`config.mk`:
```
export PLATFORM = sky130hd
export DESIGN_NAME = iowin_top
export DESIGN_NICKNAME = d
export VERILOG_FILES = /design/src/rtl/iowin_pkg.sv /design/src/rtl/iowin_decode.sv /design/src/rtl/iowin_classify.sv /design/src/rtl/iowin_busfsm.sv /design/src/rtl/iowin_top.sv
export SDC_FILE = /design/constraint.sdc
export NUM_CORES = 1
export LEC_CHECK = 0
export BUFFER_PORTS_ARGS = -buffer_cell sky130_fd_sc_hd__buf_4
export CAP_MARGIN = 20
export CORE_MARGIN = 3
export CORE_UTILIZATION = 58
export CTS_BUF_LIST = sky130_fd_sc_hd__clkbuf_8
export CTS_CLUSTER_SIZE = 16
export DETAILED_ROUTE_END_ITERATION = 8
export PLACE_DENSITY = 0.95
export SLEW_MARGIN = 20
export SYNTH_ARGS = -nofsm -noshare
export SYNTH_HDL_FRONTEND = slang
export SYNTH_SLANG_ARGS = --single-unit
```
`constraint.sdc`:
```
create_clock -name clk -period 4.95 [get_ports clk]
set_clock_uncertainty 0.15 [all_clocks]
set_input_delay 0.7425 -clock clk [delete_from_list [all_inputs] [get_ports clk]]
set_output_delay 0.7425 -clock clk [all_outputs]
set_load 0.05 [all_outputs]
```
`src/rtl/iowin_pkg.sv`:
```
package iowin_pkg;

  // Range of the latched address; the numeric value is the status code.
  typedef enum logic [1:0] {
    RGN_REG     = 2'd0,
    RGN_UNDEF   = 2'd1,
    RGN_FLASH   = 2'd2,
    RGN_UNKNOWN = 2'd3
  } region_e;

  // Which port of the window a host access targets.
  typedef enum logic [1:0] {
    PORT_ADDR = 2'd0,
    PORT_DATA = 2'd1,
    PORT_NONE = 2'd2
  } port_e;

  // Back-end sequencer state.
  typedef enum logic [1:0] {
    BS_IDLE = 2'd0,
    BS_REQ  = 2'd1,
    BS_RESP = 2'd2
  } bus_state_e;

  localparam int unsigned NUM_LIMITS = 3;

endpackage

```
`src/rtl/iowin_decode.sv`:
```
module iowin_decode
  import iowin_pkg::*;
#(
  parameter int unsigned OFF_W     = 5,
  parameter int unsigned SW        = 4,
  parameter int unsigned ADDR_PORT = 0,
  parameter int unsigned DATA_PORT = 4
) (
  input  logic [OFF_W-1:0] offset,
  input  logic [SW-1:0]    strb,
  output port_e            port,
  output logic             full
);

  localparam logic [OFF_W-1:0] ADDR_OFF = OFF_W'(ADDR_PORT);
  localparam logic [OFF_W-1:0] DATA_OFF = OFF_W'(DATA_PORT);

  // Only a strobe covering the whole dword is a legal access.
  assign full = &strb;

  always_comb begin
    if (offset == ADDR_OFF) begin
      port = PORT_ADDR;
    end else if (offset == DATA_OFF) begin
      port = PORT_DATA;
    end else begin
      port = PORT_NONE;
    end
  end

endmodule

```
`src/rtl/iowin_classify.sv`:
```
module iowin_classify
  import iowin_pkg::*;
#(
  parameter int unsigned AW = 32,
  // Ascending boundaries: register/undefined, undefined/flash, flash/unknown.
  parameter logic [NUM_LIMITS-1:0][AW-1:0] LIMITS = {32'h000F_FFFF, 32'h0007_FFFF, 32'h0001_FFFF}
) (
  input  logic [AW-1:0] addr,
  output region_e       region
);

  localparam int unsigned CW = $clog2(NUM_LIMITS + 1);

  logic [NUM_LIMITS-1:0] at_or_above;
  logic [CW-1:0]         level;

  // One comparator per boundary; the result is a thermometer code.
  for (genvar gi = 0; gi < NUM_LIMITS; gi++) begin : g_cmp
    assign at_or_above[gi] = (addr >= LIMITS[gi]);
  end

  always_comb begin
    level = '0;
    for (int i = 0; i < NUM_LIMITS; i++) begin
      level = level + CW'(at_or_above[i]);
    end
  end

  assign region = region_e'(level);

endmodule

```
`src/rtl/iowin_busfsm.sv`:
```
module iowin_busfsm
  import iowin_pkg::*;
#(
  parameter int unsigned RB_AW = 17,
  parameter int unsigned DW    = 32
) (
  input  logic             clk,
  input  logic             rst,
  input  logic             start,
  input  logic             start_wr,
  input  logic [RB_AW-1:0] start_addr,
  input  logic [DW-1:0]    start_wdata,
  output logic             busy,
  output logic             rd_fire,
  output logic [DW-1:0]    rd_data,
  output logic             rb_valid,
  input  logic             rb_ready,
  output logic             rb_write,
  output logic [RB_AW-1:0] rb_addr,
  output logic [DW-1:0]    rb_wdata,
  input  logic             rb_rvalid,
  input  logic [DW-1:0]    rb_rdata
);

  bus_state_e state_q;
  logic             wr_q;
  logic [RB_AW-1:0] addr_q;
  logic [DW-1:0]    wdata_q;

  always_ff @(posedge clk) begin
    if (rst) begin
      state_q <= BS_IDLE;
      wr_q    <= 1'b0;
      addr_q  <= '0;
      wdata_q <= '0;
    end else begin
      unique case (state_q)
        BS_IDLE: begin
          if (start) begin
            state_q <= BS_REQ;
            wr_q    <= start_wr;
            addr_q  <= start_addr;
            wdata_q <= start_wdata;
          end
        end
        BS_REQ: begin
          if (rb_ready) begin
            if (wr_q || rb_rvalid) begin
              state_q <= BS_IDLE;
            end else begin
              state_q <= BS_RESP;
            end
          end
        end
        BS_RESP: begin
          if (rb_rvalid) begin
            state_q <= BS_IDLE;
          end
        end
        default: state_q <= BS_IDLE;
      endcase
    end
  end

  assign busy     = (state_q != BS_IDLE);
  assign rb_valid = (state_q == BS_REQ);
  assign rb_write = wr_q;
  assign rb_addr  = addr_q;
  assign rb_wdata = wdata_q;

  // Read completion: response in the handshake cycle or in a later one.
  assign rd_fire = !wr_q && rb_rvalid &&
                   (((state_q == BS_REQ) && rb_ready) || (state_q == BS_RESP));
  assign rd_data = rb_rdata;

endmodule

```
`src/rtl/iowin_top.sv`:
```
module iowin_top
  import iowin_pkg::*;
#(
  parameter int unsigned DW          = 32,
  parameter int unsigned OFF_W       = 5,
  parameter int unsigned RB_AW       = 17,
  parameter int unsigned ADDR_PORT   = 0,
  parameter int unsigned DATA_PORT   = 4,
  parameter logic [31:0] VALID_LIMIT = 32'h0001_FFFF,
  parameter logic [31:0] UNDEF_LIMIT = 32'h0007_FFFF,
  parameter logic [31:0] FLASH_LIMIT = 32'h000F_FFFF
) (
  input  logic             clk,
  input  logic             rst,
  input  logic             io_valid,
  output logic             io_ready,
  input  logic             io_write,
  input  logic [OFF_W-1:0] io_offset,
  input  logic [DW/8-1:0]  io_strb,
  input  logic [DW-1:0]    io_wdata,
  output logic             io_rvalid,
  output logic [DW-1:0]    io_rdata,
  output logic             rb_valid,
  input  logic             rb_ready,
  output logic             rb_write,
  output logic [RB_AW-1:0] rb_addr,
  output logic [DW-1:0]    rb_wdata,
  input  logic             rb_rvalid,
  input  logic [DW-1:0]    rb_rdata,
  output logic             blk_stb,
  output logic [1:0]       blk_code
);

  localparam int unsigned SW = DW / 8;

  port_e         port;
  logic          full;
  region_e       region;
  logic          accept;
  logic          fwd_start;
  logic          busy;
  logic          rd_fire;
  logic [DW-1:0] rd_data;

  logic [DW-1:0] addr_q;
  logic          rvalid_q;
  logic [DW-1:0] rdata_q;
  logic          blk_q;
  logic [1:0]    code_q;

  iowin_decode #(
    .OFF_W    (OFF_W),
    .SW       (SW),
    .ADDR_PORT(ADDR_PORT),
    .DATA_PORT(DATA_PORT)
  ) u_decode (
    .offset(io_offset),
    .strb  (io_strb),
    .port  (port),
    .full  (full)
  );

  iowin_classify #(
    .AW    (DW),
    .LIMITS({FLASH_LIMIT, UNDEF_LIMIT, VALID_LIMIT})
  ) u_classify (
    .addr  (addr_q),
    .region(region)
  );

  assign io_ready  = !busy;
  assign accept    = io_valid && io_ready;
  assign fwd_start = accept && full && (port == PORT_DATA) && (region == RGN_REG);

  iowin_busfsm #(
    .RB_AW(RB_AW),
    .DW   (DW)
  ) u_busfsm (
    .clk        (clk),
    .rst        (rst),
    .start      (fwd_start),
    .start_wr   (io_write),
    .start_addr (addr_q[RB_AW-1:0]),
    .start_wdata(io_wdata),
    .busy       (busy),
    .rd_fire    (rd_fire),
    .rd_data    (rd_data),
    .rb_valid   (rb_valid),
    .rb_ready   (rb_ready),
    .rb_write   (rb_write),
    .rb_addr    (rb_addr),
    .rb_wdata   (rb_wdata),
    .rb_rvalid  (rb_rvalid),
    .rb_rdata   (rb_rdata)
  );

  // Host-side registers: address latch, read return and status strobe.
  always_ff @(posedge clk) begin
    if (rst) begin
      addr_q   <= '0;
      rvalid_q <= 1'b0;
      rdata_q  <= '0;
      blk_q    <= 1'b0;
      code_q   <= 2'd0;
    end else begin
      rvalid_q <= 1'b0;
      blk_q    <= 1'b0;
      if (rd_fire) begin
        rvalid_q <= 1'b1;
        rdata_q  <= rd_data;
      end
      if (accept) begin
        if (!full) begin
          if (!io_write) begin
            rvalid_q <= 1'b1;
            rdata_q  <= '0;
          end
        end else begin
          unique case (port)
            PORT_ADDR: begin
              if (io_write) begin
                addr_q <= io_wdata;
              end else begin
                rvalid_q <= 1'b1;
                rdata_q  <= addr_q;
              end
            end
            PORT_DATA: begin
              if (region != RGN_REG) begin
                blk_q  <= 1'b1;
                code_q <= 2'(region);
                if (!io_write) begin
                  rvalid_q <= 1'b1;
                  rdata_q  <= '0;
                end
              end
            end
            default: begin
              if (!io_write) begin
                rvalid_q <= 1'b1;
                rdata_q  <= '0;
              end
            end
          endcase
        end
      end
    end
  end

  assign io_rvalid = rvalid_q;
  assign io_rdata  = rdata_q;
  assign blk_stb   = blk_q;
  assign blk_code  = code_q;

endmodule

```
==> metrics.txt, run 1 <==
# TYPE chip_impl_metric gauge
chip_impl_metric{name="worst-endpoint-required",unit="ns"} 5.15
chip_impl_metric{name="cellLeakagePower",unit="nW"} 2.71
chip_impl_metric{name="die_h",unit="microns"} 105
chip_impl_info{name="hold_start",value="u_busfsm.rb_addr[1]$_SDFFE_PP0P_"} 1
chip_impl_metric{name="grt_use_total",unit="%"} 30.4
chip_impl_metric{name="setup.reg_to_reg.worst_slack",unit="ns"} 1.04
chip_impl_metric{name="row_count",unit=""} 35
chip_impl_metric{name="layout-area-overhead-vs-synth",unit="%"} 27.2
chip_impl_metric{name="timing_hold_violations_final",unit=""} 0
chip_impl_metric{name="fmax",unit="GHz"} 0.256
chip_impl_metric{name="ctsResizeCount",unit=""} 0
chip_impl_metric{name="design.portCount",unit=""} 167
chip_impl_metric{name="core_region_area",unit="sq um"} 9370
chip_impl_metric{name="total_nets_after_synthesis",unit=""} 822
chip_impl_info{name="worst-setup-path-type",value="reg2reg"} 1
chip_impl_metric{name="pwrdens",unit="nW/um^2"} 266
chip_impl_metric{name="setup_viol_count_final",unit=""} 0
chip_impl_metric{name="hold_path_cells",unit=""} 2
chip_impl_metric{name="setup_tns",unit="ns"} 0
chip_impl_info{name="launch_instance_of_the_worst_register_to_register_path",value="addr_q[1]$_SDFFE_PP0P_"} 1
chip_impl_info{name="setup.worst_path.start_class",value="register"} 1
chip_impl_metric{name="portBuffers",unit=""} 166
chip_impl_metric{name="clk_latency",unit="ns"} 0.44
chip_impl_metric{name="cts_inserted_buffers",unit=""} 17
chip_impl_metric{name="num-nets-final",unit=""} 952
chip_impl_info{name="tritoncts",value="built"} 1
chip_impl_metric{name="ir_drop",unit="V"} 0.000201
chip_impl_metric{name="first_global_vias",unit=""} 5503
chip_impl_metric{name="syn_area_per_cell",unit="sq um"} 7.62
chip_impl_metric{name="cts_setup_buffers",unit=""} 0
chip_impl_info{name="timing.rr.end",value="io_rdata[3]$_SDFF_PP0_"} 1
chip_impl_metric{name="drc_errors",unit=""} 0
chip_impl_metric{name="gr-total-overflow",unit=""} 0
chip_impl_metric{name="cts_htree_levels",unit=""} 4
chip_impl_metric{name="post_synth_inst_count",unit=""} 742
chip_impl_metric{name="count_of_different_cell_masters_after_synthesis",unit=""} 32
chip_impl_metric{name="place.gp.congestion",unit=""} 0.854
chip_impl_metric{name="critical_path_at",unit="ns"} 4.11
chip_impl_metric{name="n_antenna_cell",unit=""} 0
chip_impl_info{name="holdPathEnd",value="u_busfsm.rb_addr[1]$_SDFFE_PP0P_"} 1
chip_impl_metric{name="layout-drive-gt1-share",unit="%"} 24.6
chip_impl_metric{name="drt_total_wl",unit="mm"} 17.1
chip_impl_metric{name="ys_seq_elements",unit=""} 120
chip_impl_metric{name="synth-seq-area-share",unit="%"} 42.5
chip_impl_metric{name="drt-vias-per-instance",unit=""} 5.76
chip_impl_metric{name="die_area",unit="sq um"} 11000
chip_impl_metric{name="starting_density_of_the_core",unit="%"} 60.3
chip_impl_metric{name="final_core_util",unit="%"} 76.7
chip_impl_metric{name="cts.hold.buffers_added",unit=""} 0
chip_impl_metric{name="drtIter0Drc",unit=""} 511
chip_impl_metric{name="routed-via-count",unit=""} 5843
chip_impl_metric{name="grt_first_pass_wirelength",unit="mm"} 27.3
chip_impl_metric{name="final_period_minus_worst_setup_slack",unit="ns"} 3.91
chip_impl_info{name="hp-class",value="reg2reg"} 1
chip_impl_metric{name="fin_crit_sh",unit="%"} 79.0
chip_impl_metric{name="cts_buffer_depth",unit=""} 2
chip_impl_info{name="clock_tree.root_cell",value="clkbuf_8"} 1
chip_impl_metric{name="timing.slew.headroom",unit="%"} 37.7
chip_impl_info{name="crit_start",value="addr_q[1]$_SDFFE_PP0P_"} 1
chip_impl_metric{name="iteration_count_of_the_initial_detailed_routing_pass",unit=""} 7
chip_impl_metric{name="drtAntennaViolNets",unit=""} 0
chip_impl_metric{name="die_x",unit="microns"} 105
chip_impl_metric{name="timing.reg2reg.worst_path_depth",unit=""} 12
chip_impl_metric{name="dp.final_hpwl",unit="mm"} 11.2
chip_impl_info{name="worst_setup_path_end_kind",value="register"} 1
chip_impl_metric{name="synthesis.yosys.warnings",unit=""} 0
chip_impl_metric{name="clkTransAtPathRegs",unit="ns"} 0.07
chip_impl_metric{name="syn-cell-area",unit="sq um"} 5650
chip_impl_metric{name="fillCellCount",unit=""} 691
chip_impl_metric{name="cts_num_sinks",unit=""} 120
chip_impl_metric{name="max_cap_violations",unit=""} 0
chip_impl_metric{name="grt_antenna_before_repair",unit=""} 0
chip_impl_metric{name="largest_driver_fanout_on_the_critical_path",unit=""} 18
chip_impl_info{name="grt_setup_unrepaired",value="no"} 1
chip_impl_metric{name="timing_max_transition_violations_final",unit=""} 0
chip_impl_metric{name="grt_max_degree",unit=""} 121
chip_impl_info{name="status",value="finished clean"} 1
chip_impl_metric{name="wire_per_inst",unit="microns"} 16.9
chip_impl_metric{name="worst_pin_slew",unit="ns"} 0.934
[power breakdown]
group	total, W	switching [W]	internal, W	leakage (nW)
logic	0.000130	0.0000713	0.0000589	1.56
registers	0.000966	0.000000436	0.000966	0.967
clock network	0.000817	0.000400	0.000417	0.184
total	0.00191	0.000472	0.00144	2.71
[area by class of cell]
class | count | area [sq um] | area share (%)
multi-input cells | 554 | 2910 | 40.5
clock buffers | 19 | 262 | 3.64
well taps | 129 | 161 | 2.24
clock inverters | 13 | 106 | 1.48
flip-flops and latches | 120 | 2400 | 33.4
repair buffers | 176 | 1330 | 18.5
inverters | 3 | 11.3 | 0.157
[cells in the mapped netlist, drive strengths merged]
| cell | n | area share [%] |
|---|---|---|
| inv | 3 | 0.20 |
| a21oi | 150 | 13 |
| a31oi | 1 | 0.11 |
| dfxtp | 120 | 42 |
| o211ai | 32 | 4.2 |
| nor2b | 3 | 0.33 |
| o22ai | 32 | 3.5 |
| o21ai | 1 | 0.088 |
| mux2i | 32 | 5.7 |
| and2 | 1 | 0.11 |
| nand3 | 7 | 0.62 |
| nand2b | 33 | 3.7 |
| nor3 | 5 | 0.53 |
| clkbuf | 40 | 2.7 |
| or3b | 1 | 0.15 |
| and4 | 3 | 0.46 |
| and3 | 2 | 0.22 |
| buf | 25 | 3.7 |
| nor3b | 2 | 0.44 |
| o21bai | 1 | 0.13 |
| nor4 | 4 | 0.71 |
| or2 | 1 | 0.11 |
| nand4 | 3 | 0.33 |
| fa | 1 | 0.35 |
| nor2 | 102 | 6.8 |
| nand2 | 137 | 9.1 |
[placed cells by master, fill, tap and decap left out, types with 5 or more instances in the layout]
| master | n |
|---|---|
| nand2b_1 | 33 |
| nand3_1 | 6 |
| a21oi_1 | 150 |
| buf_4 | 174 |
| o211ai_1 | 32 |
| clkbuf_8 | 19 |
| clkinv_2 | 5 |
| dfxtp_1 | 118 |
| nor2_1 | 102 |
| nand2_1 | 137 |
| o22ai_1 | 32 |
| mux2i_1 | 32 |
[flip-flops by register name (all words and copies together) (netlist names)]
| register | flops |
|---|---|
| u_busfsm.state_q | 2 |
| u_busfsm.rb_wdata | 32 |
| io_rvalid | 1 |
| blk_code | 2 |
| addr_q | 32 |
| u_busfsm.rb_write | 1 |
| io_rdata | 32 |
| u_busfsm.rb_addr | 17 |
| blk_stb | 1 |
[cells by family (layout without fill, tap and decap cells)]
| logic type | count (synthesis) | after routing | share of synthesized area [%] |
|---|---|---|---|
| buffers and inverters | 68 | 211 | 6.55 |
| AND/OR/NAND/NOR | 304 | 304 | 23.5 |
| AO/OA/AOI/OAI | 217 | 217 | 21.4 |
| multiplexers | 32 | 32 | 5.67 |
| adder cells (fa/ha/maj) | 1 | 1 | 0.354 |
| flip-flops | 120 | 120 | 42.5 |
[metrics by stage]
step | setup WS (ns) | cell area [sq um] | total power, W | cells | hold WS [ns]
after detailed placement | 1.27 | 6810 | 0.00111 | 982 | 0.295
after floorplan | 2.14 | 5650 | 0.00105 | 742 | 0.298
after global placement | 1.33 | 6800 | 0.00111 | 981 | 0.288
after CTS | 1.19 | 7180 | 0.00192 | 1014 | 0.305
after global routing | 0.848 | 7190 | 0.00197 | 1014 | 0.328
final | 1.04 | 7190 | 0.00191 | 1014 | 0.302
[critical path, stage by stage, from the launching register on]
cell and delay, ns:
dfxtp_1 0.42, nand4_1 0.15, nor3_1 0.20, nand4_1 0.13, or2_2 0.32, o21bai_1 0.19
fa_1 0.47, nor2_1 0.30, and4_1 0.29, or3b_1 0.50, buf_4 0.36, o211ai_1 0.14
a21oi_1 0.20
[worst max-delay path by stage]
stage | to | slack (ns) | cells past startpoint
after floorplan | io_rdata[23]$_SDFF_PP0_ | 2.14 | 13
after global placement | io_rdata[12]$_SDFF_PP0_ | 1.33 | 12
after detailed placement | u_busfsm.rb_wdata[16]$_SDFFE_PP0P_ | 1.27 | 10
after CTS | io_rdata[3]$_SDFF_PP0_ | 1.19 | 12
after global routing | io_rdata[3]$_SDFF_PP0_ | 0.85 | 12
final | io_rdata[3]$_SDFF_PP0_ | 1.04 | 12
[routing by layer]
metal / GRT usage [%] / vias up / part of all wire [%] / wire [microns]
li1: - / 2809 / - / -
met5: 0 / - / 0 / 0
met3: 9.08 / 50 / 8.8 / 1510
met4: 11.7 / 0 / 3.1 / 526
met2: 50.1 / 284 / 49 / 8350
met1: 37.5 / 2700 / 39 / 6760
No activity file was read; power rests on OpenSTA's default activity.
==> inputs of run 2 (changes only) <==
--- a/config.mk
+++ b/config.mk
@@ -8,11 +8,11 @@
 export BUFFER_PORTS_ARGS = -buffer_cell sky130_fd_sc_hd__buf_4
 export CAP_MARGIN = 20
 export CORE_MARGIN = 3
-export CORE_UTILIZATION = 58
+export CORE_UTILIZATION = 48
 export CTS_BUF_LIST = sky130_fd_sc_hd__clkbuf_8
 export CTS_CLUSTER_SIZE = 16
 export DETAILED_ROUTE_END_ITERATION = 8
-export PLACE_DENSITY = 0.95
+export PLACE_DENSITY = 0.87
 export SLEW_MARGIN = 20
 export SYNTH_ARGS = -nofsm -noshare
 export SYNTH_HDL_FRONTEND = slang
==> constraint.sdc (replaced) <==
create_clock -name clk -period 3.2 [get_ports clk]
set_clock_uncertainty 0.15 [all_clocks]
set_input_delay 0.48 -clock clk [delete_from_list [all_inputs] [get_ports clk]]
set_output_delay 0.48 -clock clk [all_outputs]
set_load 0.05 [all_outputs]
==> run 2 against run 1 <==
  * Critical endpoint is now io_rdata[13]$_SDFF_PP0_
  * Power up 57%
  * Sequential power up 54%
  * Global-route usage down 5.0 points
  * Hold slack lost 0.21 ns
  * First-iteration DRC count rose by 13%
  * Sequential share of layout area decreased by 0.64 points
  * Largest cell class unchanged
  * Setup slack got worse by 0.93 ns
  * Maximum frequency grew 27%
  * Via count fell by 0.55%
  * Flip-flop and latch count is the same
  * Core utilization shrank 12 points
==> metrics.txt, run 2 (synthesis gave the netlist of run 1 again) <==
# TYPE chip_impl_metric gauge
chip_impl_metric{name="final-instance-count-excl-fill",unit=""} 1039
chip_impl_metric{name="die_h",unit="microns"} 115
chip_impl_metric{name="final_period_minus_worst_setup_slack",unit="ns"} 3.09
chip_impl_metric{name="sequentialPowerShare",unit="%"} 49.8
chip_impl_metric{name="place_ws",unit="ns"} 0.0998
chip_impl_metric{name="fin_crit_sh",unit="%"} 96.4
chip_impl_metric{name="drt_total_wl",unit="mm"} 17.2
chip_impl_metric{name="final-seq-area",unit="sq um"} 2420
chip_impl_metric{name="grt_use_total",unit="%"} 25.5
chip_impl_metric{name="layout-drive-gt1-share",unit="%"} 27.0
chip_impl_metric{name="cts_inserted_buffers",unit=""} 17
chip_impl_metric{name="ir_drop",unit="V"} 0.000322
chip_impl_metric{name="timing_max_transition_violations_final",unit=""} 0
chip_impl_metric{name="die_area",unit="sq um"} 13100
chip_impl_metric{name="row_count",unit=""} 39
chip_impl_metric{name="setup_viol_count_final",unit=""} 0
chip_impl_metric{name="combPwrFrac",unit="%"} 7.0
chip_impl_info{name="layout.cells.most_common_list",value="buf_4 (183), a21oi_1 (150), nand2_1 (137)"} 1
chip_impl_metric{name="power.share.clock",unit="%"} 43.2
chip_impl_metric{name="internal_power",unit="W"} 0.00230
chip_impl_metric{name="cts_buffer_depth",unit=""} 2
chip_impl_info{name="status",value="finished clean"} 1
chip_impl_metric{name="place.gp.congestion",unit=""} 0.815
chip_impl_metric{name="critical_path_at",unit="ns"} 3.21
chip_impl_metric{name="wire_per_inst",unit="microns"} 16.6
chip_impl_metric{name="design.portCount",unit=""} 167
chip_impl_metric{name="final_setup_slack_of_the_worst_path",unit="ns"} 0.114
chip_impl_metric{name="fmax",unit="GHz"} 0.324
chip_impl_metric{name="worst_pin_slew",unit="ns"} 0.767
chip_impl_info{name="most_frequent_standard_cell_in_the_layout_excluding_fill_and_tap_cells",value="buf_4"} 1
chip_impl_metric{name="clk_latency",unit="ns"} 0.43
chip_impl_info{name="tritoncts",value="built"} 1
chip_impl_metric{name="starting_density_of_the_core",unit="%"} 49.3
chip_impl_info{name="worst_setup_path_end_kind",value="register"} 1
chip_impl_metric{name="placedCellCount",unit=""} 1007
chip_impl_metric{name="timing.slew.headroom",unit="%"} 48.9
chip_impl_metric{name="routed-via-count",unit=""} 5811
chip_impl_metric{name="setup_tns",unit="ns"} 0
chip_impl_metric{name="drtIter0Drc",unit=""} 579
chip_impl_metric{name="n_antenna_cell",unit=""} 0
chip_impl_info{name="worst-setup-path-type",value="reg2reg"} 1
chip_impl_metric{name="drtAntennaViolNets",unit=""} 0
chip_impl_metric{name="final_core_util",unit="%"} 64.3
chip_impl_metric{name="drt-vias-per-instance",unit=""} 5.59
chip_impl_metric{name="dp.final_hpwl",unit="mm"} 11.6
chip_impl_metric{name="hold_path_cells",unit=""} 2
chip_impl_info{name="setup.worst_path.start_class",value="register"} 1
chip_impl_metric{name="cts_num_sinks",unit=""} 120
chip_impl_info{name="clock_tree.root_cell",value="clkbuf_8"} 1
chip_impl_metric{name="pwrdens",unit="nW/um^2"} 407
chip_impl_metric{name="multi_input_comb_area",unit="sq um"} 2930
chip_impl_metric{name="grt_antenna_before_repair",unit=""} 0
chip_impl_metric{name="first_global_vias",unit=""} 5332
chip_impl_info{name="worst_path_max_delay_cell",value="fa_1"} 1
chip_impl_metric{name="finalPower",unit="W"} 0.00300
chip_impl_metric{name="grt_max_degree",unit=""} 68
chip_impl_metric{name="timing_hold_violations_final",unit=""} 0
chip_impl_metric{name="grt_first_pass_wirelength",unit="mm"} 26.6
chip_impl_metric{name="fillCellCount",unit=""} 965
chip_impl_metric{name="cellLeakagePower",unit="nW"} 2.81
chip_impl_metric{name="die_x",unit="microns"} 115
chip_impl_metric{name="layout-area-overhead-vs-synth",unit="%"} 30.3
chip_impl_metric{name="iteration_count_of_the_initial_detailed_routing_pass",unit=""} 5
chip_impl_metric{name="core_region_area",unit="sq um"} 11500
chip_impl_info{name="hp-class",value="in2reg"} 1
chip_impl_metric{name="portBuffers",unit=""} 166
chip_impl_metric{name="net_sw_share",unit="%"} 23.3
chip_impl_metric{name="num-nets-final",unit=""} 964
chip_impl_metric{name="max_cap_violations",unit=""} 0
chip_impl_metric{name="timing.reg2reg.worst_path_depth",unit=""} 12
chip_impl_metric{name="p_switching",unit="W"} 0.000698
chip_impl_metric{name="cts_htree_levels",unit=""} 4
chip_impl_info{name="cp_cell_instances",value="nor4_2 > buf_4 > nand3_1 > nor2_1 > nand3_1 > fa_1 > nor2_1 > and4_1 > or3b_4 > buf_6 > o211ai_1 > a21oi_1"} 1
chip_impl_metric{name="worst-endpoint-required",unit="ns"} 3.33
chip_impl_metric{name="largest_driver_fanout_on_the_critical_path",unit=""} 15
chip_impl_metric{name="gr-total-overflow",unit=""} 0
chip_impl_metric{name="drc_errors",unit=""} 0
chip_impl_metric{name="clkTransAtPathRegs",unit="ns"} 0.07
chip_impl_metric{name="cpPeakStageDelay",unit="ns"} 0.60
run 2: cell count changes in the layout (fill, tap and decap cells not counted), sizes merged:
| cell | delta |
|---|---|
| bufinv | +1 |
| buf | +12 |
| clkinv | -2 |
| inv | +2 |
| clkinvlp | -2 |
run 2: what timing repair did:
action,4_1_cts,5_1_grt
gates resized for setup,0,18
endpoints found under the setup margin,0,83
buffers inserted,0,1
hold buffers,0,0
run 2: path summary, 6_finish.rpt:
kind | from | to | slack [ns]
hold reg to reg | u_busfsm.rb_wdata[9]$_SDFFE_PP0P_ | u_busfsm.rb_wdata[9]$_SDFFE_PP0P_ | 0.30
hold / removal | rb_rvalid | u_busfsm.state_q[1]$_SDFFE_PP0P_ | 0.09
setup reg to reg | addr_q[26]$_SDFFE_PP0P_ | io_rdata[13]$_SDFF_PP0_ | 0.11
setup / recovery | addr_q[26]$_SDFFE_PP0P_ | io_rdata[13]$_SDFF_PP0_ | 0.11
run 2: layout make-up:
| type | instances | area share, % |
|---|---|---|
| clock buffers | 19 | 3.55 |
| clock inverters | 12 | 1.51 |
| inverters | 3 | 0.153 |
| multi-input cells | 554 | 39.7 |
| flip-flops and latches | 120 | 32.8 |
| well taps | 143 | 2.43 |
| repair buffers | 188 | 19.8 |
run 2: worst max-delay path: cells and delay by family, from the launching register on:
kind,cells,cell delay [ns]
and+or+nand+nor,7,1.32
adders and majority gates,1,0.60
DFF,1,0.34
buffers and inverters,2,0.33
AOI/OAI and AO/OA,2,0.18
run 2: metrics by stage:
step	hold slack (ns)	instance area (sq um)
after detailed placement	0.293	6940
after global routing	0.0518	7370
final	0.0873	7370
after CTS	0.0625	7310
after global placement	0.288	6940
after floorplan	0.298	5650
run 2: power groups by stage:
stage / Combinational [W] / Sequential (W) / Clock, W
2_1_floorplan: 0.0000889 / 0.00153 / 0
3_3_place_gp: 0.000202 / 0.00153 / 0
3_5_place_dp: 0.000205 / 0.00153 / 0
4_1_cts: 0.000206 / 0.00149 / 0.00132
5_1_grt: 0.000226 / 0.00149 / 0.00139
6_report: 0.000210 / 0.00149 / 0.00130
run 2: layer usage:
metal | wire length, microns | global-route usage, % | up-vias
met5 | 0 | 0 | -
met2 | 8010 | 39.6 | 265
li1 | - | - | 2827
met1 | 7060 | 32.0 | 2686
met4 | 484 | 10.3 | 0
met3 | 1660 | 9.20 | 33
==> inputs of run 3 (changes only) <==
--- a/config.mk
+++ b/config.mk
@@ -8,11 +8,11 @@
 export BUFFER_PORTS_ARGS = -buffer_cell sky130_fd_sc_hd__buf_4
 export CAP_MARGIN = 20
 export CORE_MARGIN = 3
-export CORE_UTILIZATION = 48
+export CORE_UTILIZATION = 54
 export CTS_BUF_LIST = sky130_fd_sc_hd__clkbuf_8
 export CTS_CLUSTER_SIZE = 16
 export DETAILED_ROUTE_END_ITERATION = 8
-export PLACE_DENSITY = 0.87
+export PLACE_DENSITY = 0.92
 export SLEW_MARGIN = 20
 export SYNTH_ARGS = -nofsm -noshare
 export SYNTH_HDL_FRONTEND = slang
==> constraint.sdc (replaced) <==
create_clock -name clk -period 3.3 [get_ports clk]
set_clock_uncertainty 0.15 [all_clocks]
set_input_delay 0.66 -clock clk [delete_from_list [all_inputs] [get_ports clk]]
set_output_delay 0.66 -clock clk [all_outputs]
set_load 0.05 [all_outputs]
==> run 3 against run 2 <==
  * Combinational power is 4% lower
  * Non-clock buffer count is 1 lower
  * Largest power group is now the clock network
  * Power is 5.6% higher
  * Final cell count is 0.96% lower
  * Critical path depth stayed put
  * Critical path type unchanged
  * Hold slack better by 0.16 ns
  * Sequential share of layout area is 0.40 points lower
  * Flip-flop and latch count stayed put
==> metrics.txt, run 3 (synthesis gave the netlist of run 1 again) <==
# TYPE chip_impl_metric gauge
chip_impl_metric{name="p_switching",unit="W"} 0.000756
chip_impl_metric{name="grt_max_degree",unit=""} 63
chip_impl_metric{name="clkTransAtPathRegs",unit="ns"} 0.07
chip_impl_metric{name="gr-total-overflow",unit=""} 0
chip_impl_metric{name="route.met2.wl",unit="mm"} 8.67
chip_impl_info{name="top_signal_layer_used",value="met4"} 1
chip_impl_metric{name="pwrdens",unit="nW/um^2"} 426
chip_impl_metric{name="grt_first_pass_wirelength",unit="mm"} 27.5
chip_impl_metric{name="grt_use_total",unit="%"} 29.4
chip_impl_metric{name="core_region_area",unit="sq um"} 9950
chip_impl_metric{name="cellLeakagePower",unit="nW"} 2.82
chip_impl_info{name="worst_setup_path_end_kind",value="register"} 1
chip_impl_metric{name="finalPower",unit="W"} 0.00317
chip_impl_metric{name="fmax",unit="GHz"} 0.316
chip_impl_metric{name="routed-via-count",unit=""} 5971
chip_impl_metric{name="cts_inserted_buffers",unit=""} 17
chip_impl_metric{name="fin_crit_sh",unit="%"} 95.9
chip_impl_metric{name="critical_path_at",unit="ns"} 3.33
chip_impl_metric{name="combPwrFrac",unit="%"} 6.4
chip_impl_metric{name="setup_viol_count_final",unit=""} 0
chip_impl_metric{name="largest_driver_fanout_on_the_critical_path",unit=""} 19
chip_impl_metric{name="iteration_count_of_the_initial_detailed_routing_pass",unit=""} 5
chip_impl_metric{name="ir_drop",unit="V"} 0.000374
chip_impl_metric{name="first_global_vias",unit=""} 5596
chip_impl_metric{name="layout-drive-gt1-share",unit="%"} 26.3
chip_impl_metric{name="drt_total_wl",unit="mm"} 17.8
chip_impl_metric{name="row_count",unit=""} 36
chip_impl_metric{name="final-seq-area",unit="sq um"} 2410
chip_impl_metric{name="starting_density_of_the_core",unit="%"} 56.8
chip_impl_metric{name="place.gp.congestion",unit=""} 0.821
chip_impl_metric{name="cts_htree_levels",unit=""} 4
chip_impl_info{name="setup.worst_path.start_class",value="register"} 1
chip_impl_metric{name="final_period_minus_worst_setup_slack",unit="ns"} 3.17
chip_impl_info{name="clock_tree.root_cell",value="clkbuf_8"} 1
chip_impl_metric{name="ctsResizeCount",unit=""} 0
chip_impl_metric{name="placedInstanceArea",unit="sq um"} 6920
chip_impl_metric{name="n_antenna_cell",unit=""} 0
chip_impl_metric{name="die_area",unit="sq um"} 11700
chip_impl_metric{name="grt_antenna_before_repair",unit=""} 0
chip_impl_metric{name="placedCellCount",unit=""} 996
chip_impl_metric{name="die_h",unit="microns"} 108
chip_impl_metric{name="max_cap_violations",unit=""} 0
chip_impl_metric{name="dp.final_hpwl",unit="mm"} 11.6
chip_impl_info{name="layout.cells.most_common_list",value="buf_4 (181), a21oi_1 (150), nand2_1 (137)"} 1
chip_impl_info{name="worst-setup-path-type",value="reg2reg"} 1
chip_impl_metric{name="power.share.clock",unit="%"} 47.9
chip_impl_metric{name="fillCellCount",unit=""} 716
chip_impl_metric{name="worst-endpoint-required",unit="ns"} 3.46
chip_impl_metric{name="multi_input_comb_area",unit="sq um"} 2920
chip_impl_metric{name="sequentialPowerShare",unit="%"} 45.7
chip_impl_metric{name="wire_per_inst",unit="microns"} 17.3
chip_impl_info{name="status",value="finished clean"} 1
chip_impl_metric{name="cts_num_sinks",unit=""} 120
chip_impl_metric{name="layout-area-overhead-vs-synth",unit="%"} 31.5
chip_impl_metric{name="die_x",unit="microns"} 108
chip_impl_metric{name="timing.slew.headroom",unit="%"} 46.9
chip_impl_metric{name="cts.hold.buffers_added",unit=""} 0
chip_impl_metric{name="hold_path_cells",unit=""} 2
chip_impl_metric{name="drtIter0Drc",unit=""} 645
chip_impl_metric{name="num-nets-final",unit=""} 963
chip_impl_metric{name="cts_setup_buffers",unit=""} 0
chip_impl_metric{name="dr_wl_met3",unit="mm"} 1.46
chip_impl_metric{name="drt-vias-per-instance",unit=""} 5.80
chip_impl_metric{name="worst_pin_slew",unit="ns"} 0.796
chip_impl_metric{name="internal_power",unit="W"} 0.00241
chip_impl_metric{name="post-route-cell-area",unit="sq um"} 7430
chip_impl_metric{name="portBuffers",unit=""} 166
chip_impl_metric{name="final-instance-count-excl-fill",unit=""} 1029
chip_impl_info{name="hp-class",value="in2reg"} 1
chip_impl_metric{name="net_sw_share",unit="%"} 23.9
chip_impl_metric{name="drc_errors",unit=""} 0
chip_impl_info{name="tritoncts",value="built"} 1
chip_impl_info{name="most_frequent_standard_cell_in_the_layout_excluding_fill_and_tap_cells",value="buf_4"} 1
chip_impl_metric{name="clk_latency",unit="ns"} 0.44
chip_impl_metric{name="drtAntennaViolNets",unit=""} 0
chip_impl_metric{name="timing_max_transition_violations_final",unit=""} 0
chip_impl_metric{name="timing_hold_violations_final",unit=""} 0
chip_impl_metric{name="finalHoldWorstSlack",unit="ns"} 0.247
chip_impl_metric{name="cts_buffer_depth",unit=""} 2
chip_impl_metric{name="timing.reg2reg.worst_path_depth",unit=""} 12
chip_impl_metric{name="wl_met1",unit="mm"} 7.00
chip_impl_metric{name="design.portCount",unit=""} 167
-- run 3: worst paths after layout --
kind	startpoint	endpoint	slack, ns
setup / recovery	addr_q[20]$_SDFFE_PP0P_	io_rdata[9]$_SDFF_PP0_	0.13
hold / removal	rb_rvalid	u_busfsm.state_q[1]$_SDFFE_PP0P_	0.25
setup reg to reg	addr_q[20]$_SDFFE_PP0P_	io_rdata[9]$_SDFF_PP0_	0.13
hold reg to reg	u_busfsm.rb_wdata[30]$_SDFFE_PP0P_	u_busfsm.rb_wdata[30]$_SDFFE_PP0P_	0.31
-- run 3: power groups by stage --
stage	registers (W)	clock network, W	logic (W)
2_1_floorplan	0.00149	0	0.0000862
3_3_place_gp	0.00148	0	0.000194
3_5_place_dp	0.00148	0	0.000196
4_1_cts	0.00145	0.00152	0.000197
5_1_grt	0.00145	0.00157	0.000215
6_report	0.00145	0.00152	0.000202
-- run 3: per-layer routing --
metal / vias up / GRT usage [%]
met2: 299 / 49.1
li1: 2833 / -
met1: 2775 / 36.4
met4: 0 / 13.0
met3: 64 / 6.87
met5: - / 0
-- run 3: layout make-up --
class | count | share of cell area [%]
Multi-Input combinational cell | 554 | 39.3
Sequential cell | 120 | 32.4
Inverter | 3 | 0.151
Timing Repair Buffer | 187 | 19.8
Clock buffer | 19 | 3.52
Clock inverter | 13 | 2.59
Tap cell | 133 | 2.24
-- run 3: stage by stage --
step                setup TNS, ns  util [%]  setup WS, ns
floorplan                       0         -         0.489
global placement                0      69.5         0.208
detailed placement              0      69.5         0.130
CTS                             0      74.1        0.0745
global route                -3.27      74.7       -0.0911
finish                          0      74.7         0.134
-- run 3: critical path, stage by stage (launching register included) --
cell	delay, ns
dfxtp_1	0.34
nor4_2	0.31
buf_4	0.16
nand3_1	0.14
nor2_2	0.15
nand3_1	0.12
fa_1	0.59
nor2_1	0.07
and4_1	0.19
or3b_1	0.42
buf_8	0.19
o211ai_1	0.11
a21oi_1	0.10
